## src/rtl/npc3_pwm_pkg.sv

```systemverilog
package npc3_pwm_pkg;
  typedef enum logic [1:0] {
    LVL_ZERO = 2'b00,
    LVL_POS  = 2'b01,
    LVL_NEG  = 2'b11
  } lvl_e;

  localparam int unsigned GATES_PER_LEG = 4;
endpackage

```

## src/rtl/npc3_carrier_gen.sv

```systemverilog
module npc3_carrier_gen #(
  parameter int unsigned CW = 16
) (
  input  logic          clk,
  input  logic          rst_n,
  input  logic [CW-1:0] peak_in,
  output logic [CW-1:0] cnt,
  output logic [CW-1:0] peak_act,
  output logic          valley_load,
  output logic          at_valley
);
  localparam logic [CW-1:0] ONE = CW'(1);

  logic [CW-1:0] cnt_q, cnt_nxt, peak_q, peak_safe;
  logic          up_q, up_nxt;

  assign peak_safe = (peak_in == '0) ? ONE : peak_in;

  always_comb begin
    if (up_q && (cnt_q < peak_q)) begin
      cnt_nxt = cnt_q + ONE;
      up_nxt  = 1'b1;
    end else begin
      cnt_nxt = cnt_q - ONE;
      up_nxt  = 1'b0;
    end
    if (cnt_nxt == '0) up_nxt = 1'b1;
  end

  assign valley_load = (cnt_nxt == '0);

  always_ff @(posedge clk or negedge rst_n) begin
    if (!rst_n) begin
      cnt_q  <= '0;
      up_q   <= 1'b1;
      peak_q <= ONE;
    end else begin
      cnt_q <= cnt_nxt;
      up_q  <= up_nxt;
      if (valley_load) peak_q <= peak_safe;
    end
  end

  assign cnt       = cnt_q;
  assign peak_act  = peak_q;
  assign at_valley = (cnt_q == '0);

  a_r2_count_bound: assert property (@(posedge clk) disable iff (!rst_n)
    cnt_q <= peak_q);
  a_r2_valley_single: assert property (@(posedge clk) disable iff (!rst_n)
    at_valley |=> (cnt_q == ONE));
  a_r2_peak_at_valley: assert property (@(posedge clk) disable iff (!rst_n)
    !at_valley |-> $stable(peak_q));
endmodule

```

## src/rtl/npc3_ref_stage.sv

```systemverilog
module npc3_ref_stage #(
  parameter int unsigned DW = 51
) (
  input  logic          clk,
  input  logic          rst_n,
  input  logic          in_valid,
  output logic          in_ready,
  input  logic [DW-1:0] in_data,
  input  logic          load,
  output logic [DW-1:0] act_data
);
  logic [DW-1:0] pend_q, act_q;
  logic          full_q;

  assign in_ready = !full_q;

  always_ff @(posedge clk or negedge rst_n) begin
    if (!rst_n) begin
      pend_q <= '0;
      act_q  <= '0;
      full_q <= 1'b0;
    end else if (load && full_q) begin
      act_q  <= pend_q;
      full_q <= 1'b0;
    end else if (in_valid && !full_q) begin
      pend_q <= in_data;
      full_q <= 1'b1;
    end
  end

  assign act_data = act_q;

  a_r6_hold_in_period: assert property (@(posedge clk) disable iff (!rst_n)
    !load |=> $stable(act_q));
  a_r6_ready_until_valley: assert property (@(posedge clk) disable iff (!rst_n)
    (!in_ready && !load) |=> !in_ready);
endmodule

```

## src/rtl/npc3_phase_cmp.sv

```systemverilog
module npc3_phase_cmp
  import npc3_pwm_pkg::*;
#(
  parameter int unsigned CW = 16
) (
  input  logic [CW-1:0] cnt,
  input  logic [CW-1:0] peak,
  input  logic          anti,
  input  logic [CW:0]   ref_raw,
  output lvl_e          tgt
);
  localparam int unsigned RW = CW + 1;

  logic signed [RW-1:0] pk_s, up_s, lo_s, r_s, r_c;

  always_comb begin
    pk_s = signed'({1'b0, peak});
    up_s = signed'({1'b0, cnt});
    r_s  = signed'(ref_raw);
    if (r_s > pk_s)       r_c = pk_s;
    else if (r_s < -pk_s) r_c = -pk_s;
    else                  r_c = r_s;
    lo_s = anti ? -up_s : (up_s - pk_s);
    if (r_c > up_s)      tgt = LVL_POS;
    else if (r_c < lo_s) tgt = LVL_NEG;
    else                 tgt = LVL_ZERO;
  end
endmodule

```

## src/rtl/npc3_leg_ctrl.sv

```systemverilog
module npc3_leg_ctrl
  import npc3_pwm_pkg::*;
#(
  parameter int unsigned DTW = 8
) (
  input  logic           clk,
  input  logic           rst_n,
  input  lvl_e           tgt,
  input  logic [DTW-1:0] dead_time,
  output logic [1:0]     state,
  output logic [GATES_PER_LEG-1:0] gate
);
  lvl_e st_q, st_nxt;
  logic [GATES_PER_LEG-1:0] want;

  always_comb begin
    st_nxt = tgt;
    if ((st_q == LVL_POS && tgt == LVL_NEG) || (st_q == LVL_NEG && tgt == LVL_POS))
      st_nxt = LVL_ZERO;
  end

  always_ff @(posedge clk or negedge rst_n) begin
    if (!rst_n) st_q <= LVL_ZERO;
    else        st_q <= st_nxt;
  end

  assign want[0] = (st_q == LVL_POS);
  assign want[1] = (st_q == LVL_POS) || (st_q == LVL_ZERO);
  assign want[2] = (st_q == LVL_ZERO) || (st_q == LVL_NEG);
  assign want[3] = (st_q == LVL_NEG);

  for (genvar g = 0; g < GATES_PER_LEG; g++) begin : g_timer
    logic [DTW-1:0] dly_q;
    always_ff @(posedge clk or negedge rst_n) begin
      if (!rst_n)               dly_q <= '0;
      else if (!want[g])        dly_q <= '0;
      else if (dly_q < dead_time) dly_q <= dly_q + DTW'(1);
    end
    assign gate[g] = want[g] && (dly_q >= dead_time);
  end

  assign state = st_q;

  a_r1_legal_code: assert property (@(posedge clk) disable iff (!rst_n)
    state != 2'b10);
  a_r7_no_shoot_13: assert property (@(posedge clk) disable iff (!rst_n)
    !(gate[0] && gate[2]));
  a_r7_no_shoot_24: assert property (@(posedge clk) disable iff (!rst_n)
    !(gate[1] && gate[3]));
  a_r8_pos_not_to_neg: assert property (@(posedge clk) disable iff (!rst_n)
    (state == 2'b01) |=> (state != 2'b11));
  a_r8_neg_not_to_pos: assert property (@(posedge clk) disable iff (!rst_n)
    (state == 2'b11) |=> (state != 2'b01));
  a_r9_off_s1: assert property (@(posedge clk) disable iff (!rst_n)
    (state != 2'b01) |-> !gate[0]);
  a_r9_off_s4: assert property (@(posedge clk) disable iff (!rst_n)
    (state != 2'b11) |-> !gate[3]);
endmodule

```

## src/rtl/npc3_carrier_pwm.sv

```systemverilog
module npc3_carrier_pwm
  import npc3_pwm_pkg::*;
#(
  parameter int unsigned CW  = 16,
  parameter int unsigned NPH = 3,
  parameter int unsigned DTW = 8
) (
  input  logic                 clk,
  input  logic                 rst_n,
  input  logic                 ref_valid,
  output logic                 ref_ready,
  input  logic [NPH*(CW+1)-1:0] ref_data,
  input  logic [CW-1:0]        carrier_peak,
  input  logic                 anti_phase,
  input  logic [DTW-1:0]       dead_time,
  output logic                 period_start,
  output logic [2*NPH-1:0]     phase_state,
  output logic [GATES_PER_LEG*NPH-1:0] gate
);
  localparam int unsigned RW = CW + 1;
  localparam int unsigned DW = NPH * RW;

  logic [CW-1:0] cnt, peak_act;
  logic          valley_load, at_valley;
  logic [DW-1:0] act_data;

  npc3_carrier_gen #(.CW(CW)) u_car (
    .clk(clk), .rst_n(rst_n), .peak_in(carrier_peak),
    .cnt(cnt), .peak_act(peak_act),
    .valley_load(valley_load), .at_valley(at_valley)
  );

  npc3_ref_stage #(.DW(DW)) u_ref (
    .clk(clk), .rst_n(rst_n),
    .in_valid(ref_valid), .in_ready(ref_ready), .in_data(ref_data),
    .load(valley_load), .act_data(act_data)
  );

  for (genvar k = 0; k < NPH; k++) begin : g_phase
    lvl_e tgt;
    npc3_phase_cmp #(.CW(CW)) u_cmp (
      .cnt(cnt), .peak(peak_act), .anti(anti_phase),
      .ref_raw(act_data[k*RW +: RW]), .tgt(tgt)
    );
    npc3_leg_ctrl #(.DTW(DTW)) u_leg (
      .clk(clk), .rst_n(rst_n), .tgt(tgt), .dead_time(dead_time),
      .state(phase_state[2*k +: 2]),
      .gate(gate[GATES_PER_LEG*k +: GATES_PER_LEG])
    );
  end

  assign period_start = at_valley;
endmodule

```

## config.mk

```make
export PLATFORM = sky130hd
export DESIGN_NAME = npc3_carrier_pwm
export DESIGN_NICKNAME = d
export VERILOG_FILES = /design/src/rtl/npc3_pwm_pkg.sv /design/src/rtl/npc3_carrier_gen.sv /design/src/rtl/npc3_ref_stage.sv /design/src/rtl/npc3_phase_cmp.sv /design/src/rtl/npc3_leg_ctrl.sv /design/src/rtl/npc3_carrier_pwm.sv
export SDC_FILE = /design/constraint.sdc
export NUM_CORES = 1
export LEC_CHECK = 0
export BUFFER_PORTS_ARGS = -buffer_cell sky130_fd_sc_hd__buf_2
export CAP_MARGIN = 20
export CORE_MARGIN = 1
export CORE_UTILIZATION = 50
export CTS_CLUSTER_SIZE = 24
export DETAILED_ROUTE_END_ITERATION = 6
export GPL_TIMING_DRIVEN = 0
export PLACE_DENSITY = 0.67
export SYNTH_ARGS = -nofsm -noshare
export SYNTH_HDL_FRONTEND = slang
export SYNTH_SLANG_ARGS = --single-unit
```

## constraint.sdc

```tcl
create_clock -name clk -period 13.7 [get_ports clk]
set_input_delay 0.685 -clock clk [delete_from_list [all_inputs] [get_ports clk]]
set_output_delay 0.685 -clock clk [all_outputs]
set_load 0.01 [all_outputs]
```

# Word-level counts from Yosys, hierarchy flattened
# Cells that the tools add are included.
[totals]
register_bits = 238
inputBits = 79
output_inout_bits = 20
wordCells = 185
[op_classes]
n_addsub = 17
n_lt_le_gt_ge = 37
n_eq_ne = 24
n_mux = 46
bitwise = 1
n_reduce_logical = 39
[op_table]
columns = ["op", "n"]
rows = [
  ["2-to-1 mux 8 bit", 24],
  ["2-to-1 mux 17 bit", 7],
  ["> comparator 17 bit", 6],
  ["< comparator 17 bit", 6],
  ["adder 8 x 1 -> 8 bit (second input constant)", 12],
  [">= comparator 8 bit", 12],
  ["< comparator 8 bit", 12],
  ["zero test 16 bit", 3],
  ["negation 16 -> 17 bit", 2],
  ["2-to-1 mux 16 bit", 2],
  ["!= test 2 bit (second input constant)", 12],
  ["logical AND 1 bit", 21],
  ["2-to-1 mux 2 bit", 9],
  ["subtractor 16 x 16 -> 17 bit", 1],
  ["adder 16 x 1 -> 16 bit (second input constant)", 1],
  ["< comparator 16 bit", 1],
  ["subtractor 16 x 1 -> 16 bit (second input constant)", 1],
  ["equality test 2 x 1 -> 1 bit (second input constant)", 6],
  ["equality test 2 bit (second input constant)", 6],
  ["logical OR 1 bit", 9],
  ["zero test 2 bit", 3],
  ["2-to-1 mux 1 bit", 4],
  ["AND reduction 2 bit", 1],
  ["nonzero test 2 bit", 1],
  ["2 further kinds", 2],
]

# Longest topological paths before layout
# Gate-level depths: netlist of run 1.
[depth]
word_depth = 11
mapped_depth = 31
depth_no_buf = 29

# Modules after synthesis
# Synthesis of run 1 repeated with hierarchy kept, for this count alone.
[hier_totals]
cells_unflattened = 2775
area_unflattened_um2 = 24447.2
[modules_own_cells]
columns = ["mod", "instances", "cells_per_inst", "area_each_um2", "seq_area_each_um2"]
rows = [
  ["npc3_leg_ctrl", 3, 284, 2593.7, 850.8],
  ["npc3_ref_stage", 1, 220, 3888.7, 2577.5],
  ["npc3_phase_cmp (g_phase[2].u_cmp)", 1, 493, 3498.4, 0.0],
  ["npc3_phase_cmp (g_phase[0].u_cmp)", 1, 478, 3453.3, 0.0],
  ["npc3_phase_cmp (g_phase[1].u_cmp)", 1, 479, 3403.3, 0.0],
  ["npc3_carrier_gen", 1, 253, 2422.3, 828.3],
]

# Worst setup path before layout of run 1
# No wires, ideal clock.
[synth_timing]
kind = "reg-to-reg"
from = "register u_car.peak_q[2] (netlist: u_car.peak_act[2])"
to = "register g_phase[2].u_leg.st_q[0]"
setup_time_ns = 0.095
arrival_ns = 6.233
required_time_ns = 13.605
path_slack_ns = 7.372
path_stages_with_launch = 31
n_path_buf = 5
synth_period_minus_slack_ns = 6.328
path_cell_list = "dfrtp_1 > clkbuf_1 > nor4_1 > clkbuf_1 > and3_1 > clkbuf_1 > nand2_1 > xnor2_1 > inv_1 > ha_1 > and3_1 > nand4_1 > a211oi_1 > a2111oi_0 > o21ai_0 > a2bb2oi_1 > buf_2 > buf_2 > nor3_1 > o21ai_0 > o21ai_0 > ha_1 > and4_1 > nand3_1 > nor2_1 > o311a_1 > or3_1 > a311o_1 > o22a_1 > mux2_4 > o31ai_1"
[synth_between]
elab_chain_len = 11
elab_cells_between_ends = 17
cone_classes = "2 x add/sub; 4 x order compare; 2 x eq/ne; 6 x mux; 3 x reduce/logical"
[synth_rtl]
columns = ["item", "line", "text"]
rows = [
  ["from (decl)", "npc3_carrier_gen.sv:14", "logic [CW-1:0] cnt_q, cnt_nxt, peak_q, peak_safe;"],
  ["from (signal assigned)", "npc3_carrier_gen.sv:40", "if (valley_load) peak_q <= peak_safe;"],
  ["negation 16 -> 17 bit", "npc3_phase_cmp.sv:21", "else if (r_s < -pk_s) r_c = -pk_s;"],
  ["< comparator 17 bit", "npc3_phase_cmp.sv:21", ""],
  ["2-to-1 mux 17 bit", "npc3_phase_cmp.sv:21", ""],
  ["2-to-1 mux 17 bit", "npc3_phase_cmp.sv:20", "if (r_s > pk_s) r_c = pk_s;"],
  ["< comparator 17 bit", "npc3_phase_cmp.sv:25", "else if (r_c < lo_s) tgt = LVL_NEG;"],
  ["2-to-1 mux 2 bit", "npc3_phase_cmp.sv:25", ""],
  ["2-to-1 mux 2 bit (*)", "npc3_phase_cmp.sv:24", "if (r_c > up_s) tgt = LVL_POS;"],
  ["equality test 2 bit or equality test 2 x 1 -> 1 bit (tied branches)", "npc3_leg_ctrl.sv:18", "if ((st_q == LVL_POS && tgt == LVL_NEG) || (st_q == LVL_NEG && tgt == LVL_POS))"],
  ["logical AND 1 bit", "npc3_leg_ctrl.sv:18", ""],
  ["logical OR 1 bit", "npc3_leg_ctrl.sv:18", ""],
  ["2-to-1 mux 2 bit (*)", "npc3_leg_ctrl.sv:18", ""],
  ["named net g_phase[2].u_leg.st_nxt[0]", "npc3_leg_ctrl.sv:13", "lvl_e st_q, st_nxt;"],
  ["to (signal assigned)", "npc3_leg_ctrl.sv:24", "else st_q <= st_nxt;"],
  ["to (decl)", "npc3_leg_ctrl.sv:13", ""],
]
# Mark *: on every way through the listed nets, which the timed path passes. The rest lies on a longest branch.
# A chain may end at the register's enable or synchronous reset.

# Worst setup path after layout of run 1
[layout_timing]
from = "register u_car.peak_q[1] (netlist: u_car.peak_act[1])"
to = "register g_phase[2].u_leg.st_q[0]"
# Same word-level chain as after synthesis.

==> out/qor.txt, run 1 <==
Die Ht: 200.9 µm
Final wirelength: 57.56 mm
ANT nets after route: 0
WP data required: 14.14 ns
RSZ-0062 raised after global routing: false
Flops & latches, synth: 238
Final period utilization: 0.6557
Post-synthesis instance total: 2068
Setup Crit Path Kind: reg -> reg
Distinct cell type count after synthesis: 73
Setup Viol. Count Final: 0
Ys flop type: dfrtp_1
Synth Area in Compound Gates: 0.1562
CTS tree: done
Outcome: completed
Startpoint types: flop
Post-DR wirelength/cell: 21.05 µm
TritonCTS Sinks: 238
DR vias/cell: 6.066
Overall power: 1.699 mW
Slowest cell on crit path: nor4b_1
Fill cell count: 3416
Sequential share of the synthesized area: 0.3011
Std cell rows: 72
GRT overflow: 0
Psw: 0.4514 mW
Max_slew headroom: 0.2434
Resized cells post-CTS: 0
Setup WS post-layout: 4.717 ns
Vias in the first global route: 16470
Diode count: 0
Post-synth EDFFs: 0
Commonest non-fill, non-tap cell in the layout: ha_1
Pin count of the biggest net entering global routing: 86
Net count, final: 2614
PortBufs: 98
Synth Net Count: 2485
Clk root buf: clkbuf_16
Cell mode on critical path: ha_1
Largest family of logic cells by synthesized area: adder cells
Die W: 200.9 µm
Synth Cell Area: 19790 µm²
Worst Hold Class: in -> async
Hpwl dp: 44.71 mm
Worst IR Drop VDD: 0.09126 mV
Critical Path Fanout Max: 10
Leakage power total: 11.03 nW
Total CTS buffers: 27
Slew @ Worst Pin: 1.119 ns
Routability cong.: 1.068
First-pass GRT wire length: 91.23 mm
Pre-CTS setup slack: 5.011 ns
Hold Vio Cnt, Final: 0
Layout cells sized above 1: 0.1245
Area Overhead vs Synth: 10.32%
Min Tclk post-route: 8.983 ns
Router iterations before antenna repair: 5
CTS max path bufs: 3
CTS Hold Bufs: 0
Layout Utilization: 0.5622
Internal power: 1.248 mW
Hold_ws: 0.09116 ns
Fmax: 0.1113 GHz
Most frequent cells in the layout: ha_1, dfrtp_1, a21oi_1, nor2_1, o21ai_0
# DRC: 0
Final slew viol count: 0
Adder-cell share of the synthesized area: 0.2150
Yosys warnings: 0
Simple-Gate Fraction of Synth Area: 0.1563
Die Area: 40370 µm²
Reg power frac: 0.467
Worst path max stage delay: 0.91 ns
Post-synthesis xor/xnor area fraction: 0.05261
Combinational group share of total power: 0.124
Synthesized area per cell: 9.569 µm²
Skew-Pair Late Insertion Delay: 0.54 ns
Sw frac: 0.2657
MaxCap Viol Count: 0
Gr usage total: 0.2861
Starting Density: 0.5096
Clock power frac: 0.409
Setup TNS: 0 ns
Core area: 38830 µm²
Clock slew at reported path FFs: 0.06 ns
Number of setup buffers added after CTS: 0
CP Capture Type: flop
Io pins: 99
CP arrival: 9.43 ns
DRT iter0 DRCs: 1260
PD cells: 77.83 nW/µm²
Async SR Flop Fraction: 1.000
Setup Skew: 0.008971 ns
Via count: 16590
Initial antenna violation count: 0
Mux contribution to synthesized area: 0.08859
H-tree Lvls: 1
==> layer usage <==
metal  wire (µm)  global-route usage
met5           0                   0
met4        2542              0.1129
met3        3216             0.03231
met2       26990              0.4829
met1       24810              0.3736
==> path summary, 6_finish.rpt <==
kind	cells after the start	to	startpoint	slack, ns
worst max-delay path	27	g_phase[2].u_leg.state[0]	u_car.peak_act[1]	4.72
worst min-delay path	1	u_car.cnt[14]	rst_n	0.09
worst max register to register	27	g_phase[2].u_leg.state[0]	u_car.peak_act[1]	4.72
worst min register to register	1	u_ref.act_data[10]	u_ref.pend_q[10]	0.48
max in group asynchronous	3	u_ref.pend_q[19]	rst_n	12.39
min in group clk	2	u_ref.full_q	ref_valid	0.37
==> logic make-up after synthesis <==
kind of cell / Yosys count
and+or+nand+nor: 589
buffers and inverters: 145
AOI/OAI and AO/OA: 494
DFF: 238
muxes: 145
xor gates and xnor gates: 118
adders and majority gates: 339
==> area by class of cell <==
type                    instances  area [µm²]  area share
well taps                     518       648.1     0.02969
multi-input cells            1685       13230      0.6062
clock buffers                  39       760.7     0.03485
plain buffers                  55       259.0     0.01186
repair buffers                100       555.5     0.02545
clock inverters                 9       77.57    0.003554
flip-flops and latches        238        5958      0.2729
inverters                      90       337.8     0.01548
==> state kept, by name, indices dropped and copies added, names as in the netlist <==
signal and count:
g_phase.u_leg.g_timer.dly_q 96, u_car.up_q 1, u_ref.full_q 1, g_phase.u_leg.state 6, u_ref.act_data 51, u_car.cnt 16, u_ref.pend_q 51, u_car.peak_act 16
==> power groups by stage <==
stage	Clock, mW	Combinational [mW]	Sequential, mW
after floorplan	0	0.142	0.793
after global placement	0	0.198	0.803
after detailed placement	0	0.213	0.806
after CTS	0.713	0.215	0.793
after global routing	0.737	0.247	0.800
final	0.695	0.211	0.793
==> critical path, delay by kind of cell, from the launching register on <==
family | cells | cell delay, ns
AO/OA/AOI/OAI | 10 | 2.78
AND/OR/NAND/NOR | 8 | 2.47
buffers and inverters | 4 | 1.50
adder cells (fa/ha/maj) | 3 | 1.04
flip-flops | 1 | 0.47
multiplexers | 1 | 0.33
XOR/XNOR | 1 | 0.27
==> synthesized netlist by cell type (4+ instances only) <==
cell / count / area share
and3_1: 24 / 0.0076
o211ai_1: 12 / 0.0046
a21oi_1: 139 / 0.035
a211o_1: 6 / 0.0027
nand4_1: 76 / 0.024
nor4_1: 20 / 0.0063
nor2_1: 124 / 0.024
o21bai_1: 7 / 0.0027
a31o_2: 4 / 0.0018
o21ai_0: 121 / 0.031
mux2_1: 5 / 0.0028
nand2b_1: 24 / 0.0076
or2_2: 9 / 0.0028
mux2_2: 56 / 0.032
dfrtp_1: 236 / 0.30
nor2b_1: 43 / 0.014
buf_1: 6 / 0.0011
xnor2_1: 72 / 0.032
and4_1: 9 / 0.0040
xor2_1: 45 / 0.020
a2111oi_0: 6 / 0.0027
o31ai_1: 5 / 0.0019
ha_1: 336 / 0.21
o22a_1: 9 / 0.0040
nor4b_1: 6 / 0.0027
o22ai_1: 6 / 0.0019
and2_1: 40 / 0.013
mux2i_1: 39 / 0.020
nand2_1: 105 / 0.020
buf_6: 5 / 0.0028
o21a_1: 37 / 0.014
inv_1: 89 / 0.017
a21o_1: 60 / 0.023
clkbuf_1: 34 / 0.0064
buf_2: 8 / 0.0020
nand3_1: 42 / 0.011
or3_1: 19 / 0.0060
nor3_1: 34 / 0.0086
mux2_4: 45 / 0.034
a31oi_1: 23 / 0.0073
a211oi_1: 23 / 0.0087
a311oi_1: 9 / 0.0040
==> stage by stage <==
stage / instance area, µm² / std cells
6_report: 21830 / 2734
5_1_grt: 21830 / 2734
4_1_cts: 21830 / 2734
3_5_place_dp: 20990 / 2686
3_3_place_gp: 20930 / 2684
2_1_floorplan: 19790 / 2068
Note: power is estimated with default switching activity, not from simulation.
==> run 2: changes to the inputs <==
Settings changed: PLACE_DENSITY 0.67 to 0.7.
Clock period 13.7 ns to 7.5 ns, I/O delays scaled along.
==> run 2 against run 1 <==
Critical path depth unchanged. Final cell count increased by 0.33%. Sequential power increased by 83%. Clock power increased by 91%. Via count increased by 0.24%. Clock skew increased by 0.0049 ns. Combinational power increased by 85%. First-iteration DRC count decreased by 14%. Setup slack got worse by 4.4 ns. Wire length increased by 0.67%. Die area unchanged.
==> out/qor.txt, run 2 (synthesized netlist as in run 1, its figures left out) <==
Final slew viol count: 0
Setup Skew: 0.01386 ns
Final period utilization: 0.9635
Clock slew at reported path FFs: 0.06 ns
Clk root buf: clkbuf_16
Gr usage total: 0.2859
First-pass GRT wire length: 91.11 mm
Area Overhead vs Synth: 11.65%
CP arrival: 7.69 ns
Final Cell Area: 22090 µm²
Std cell rows: 72
Diode count: 0
Final wirelength: 57.94 mm
ANT nets after route: 0
Layout Utilization: 0.5690
Die Ht: 200.9 µm
PD cells: 143.5 nW/µm²
Starting Density: 0.5096
Die Area: 40370 µm²
Most frequent cells in the layout: ha_1, dfrtp_1, a21oi_1, nor2_1, o21ai_0
Max_slew headroom: 0.3083
Routability cong.: 1.045
Setup Viol. Count Final: 0
Layout cells sized above 1: 0.1411
Vias in the first global route: 16620
Die W: 200.9 µm
Register area: 5963 µm²
CTS max path bufs: 3
Post-DR wirelength/cell: 21.12 µm
Slowest cell on crit path: dfstp_4
Skew-Pair Late Insertion Delay: 0.57 ns
Max reg flops: 96
Hold_ws: 0.03335 ns
Net count, final: 2621
PortBufs: 98
Fill cell count: 3522
Top Layer Used: met4
Worst Hold Class: in -> reg
Commonest non-fill, non-tap cell in the layout: ha_1
Min Tclk post-route: 7.226 ns
Pre-CTS setup slack: -1.282 ns
CP top delay family: compound AO/OA/AOI/OAI gates
H-tree Lvls: 1
Worst IR Drop VDD: 0.1788 mV
CP Buf/Inv Count: 7
Setup Crit Path Kind: reg -> reg
Setup WS post-layout: 0.2740 ns
Core area: 38830 µm²
CTS tree: done
Fmax: 0.1384 GHz
Leakage power total: 11.17 nW
Area taken by multi-input logic gates: 13350 µm²
Routed wl met3: 3.161 mm
Via count: 16630
Hpwl dp: 44.74 mm
Met2 wire length: 26.90 mm
Outcome: completed
Router iterations before antenna repair: 6
MaxCap Viol Count: 0
Slew @ Worst Pin: 1.034 ns
DRT iter0 DRCs: 1084
Pin count of the biggest net entering global routing: 117
Area of placed instances: 21000 µm²
Hold Vio Cnt, Final: 0
Total CTS buffers: 27
Worst path max stage delay: 0.74 ns
CP Capture Type: flop
TritonCTS Sinks: 238
Io pins: 99
Critical Path Fanout Max: 11
Overall power: 3.171 mW
Startpoint types: flop
# DRC: 0
WP data required: 7.96 ns
Routed met1 length: 24.72 mm
DR vias/cell: 6.061
Initial antenna violation count: 0
Most flops, register: g_phase.u_leg.g_timer.dly_q
GRT overflow: 0
run 2: path summary, 6_finish.rpt:
check	from	end	slack [ns]	cells past startpoint
min in group asynchronous	rst_n	g_phase[2].u_leg.g_timer[1].dly_q[6]	0.31	2
max in group asynchronous	rst_n	u_ref.act_data[42]	6.28	3
setup reg to reg	u_car.peak_act[0]	g_phase[0].u_leg.state[0]	0.27	27
hold / removal	ref_valid	u_ref.full_q	0.03	2
hold reg to reg	u_ref.pend_q[40]	u_ref.act_data[40]	0.50	1
setup / recovery	u_car.peak_act[0]	g_phase[0].u_leg.state[0]	0.27	27
run 2: stage by stage:
stage | cells | setup TNS (ns)
2_1_floorplan | 2068 | 0
3_3_place_gp | 2684 | -2.538
3_5_place_dp | 2687 | -2.484
4_1_cts | 2736 | 0
5_1_grt | 2743 | -0.02579
6_report | 2743 | 0
run 2: routing by layer:
layer | track usage | vias up
met5 | 0 | -
met4 | 0.1513 | 0
met3 | 0.04140 | 163
met2 | 0.4763 | 526
met1 | 0.3582 | 8005
li1 | - | 7931
run 2: repair_timing:
action | CTS | global route
setup endpoints to repair | 2 | 4
cloned | 0 | 0
resized for setup | 14 | 31
hold buffers | 1 | 0
pin swaps | 0 | 2
hold endpoints to repair | 41 | 0
buffers inserted | 0 | 7
run 2: layout make-up:
type | count | share of cell area
repair buffers | 109 | 0.02815
plain buffers | 53 | 0.01201
flip-flops and latches | 238 | 0.2699
clock inverters | 13 | 0.005776
well taps | 518 | 0.02934
multi-input cells | 1685 | 0.6042
clock buffers | 37 | 0.03500
inverters | 90 | 0.01563
run 2: power by group:
| group | total [mW] | leakage (nW) | switching [mW] | internal [mW] |
|---|---|---|---|---|
| combinational | 0.391 | 7.69 | 0.213 | 0.178 |
| sequential | 1.45 | 3.03 | 0.0793 | 1.37 |
| clock | 1.33 | 0.445 | 0.544 | 0.789 |
| total | 3.17 | 11.2 | 0.836 | 2.33 |
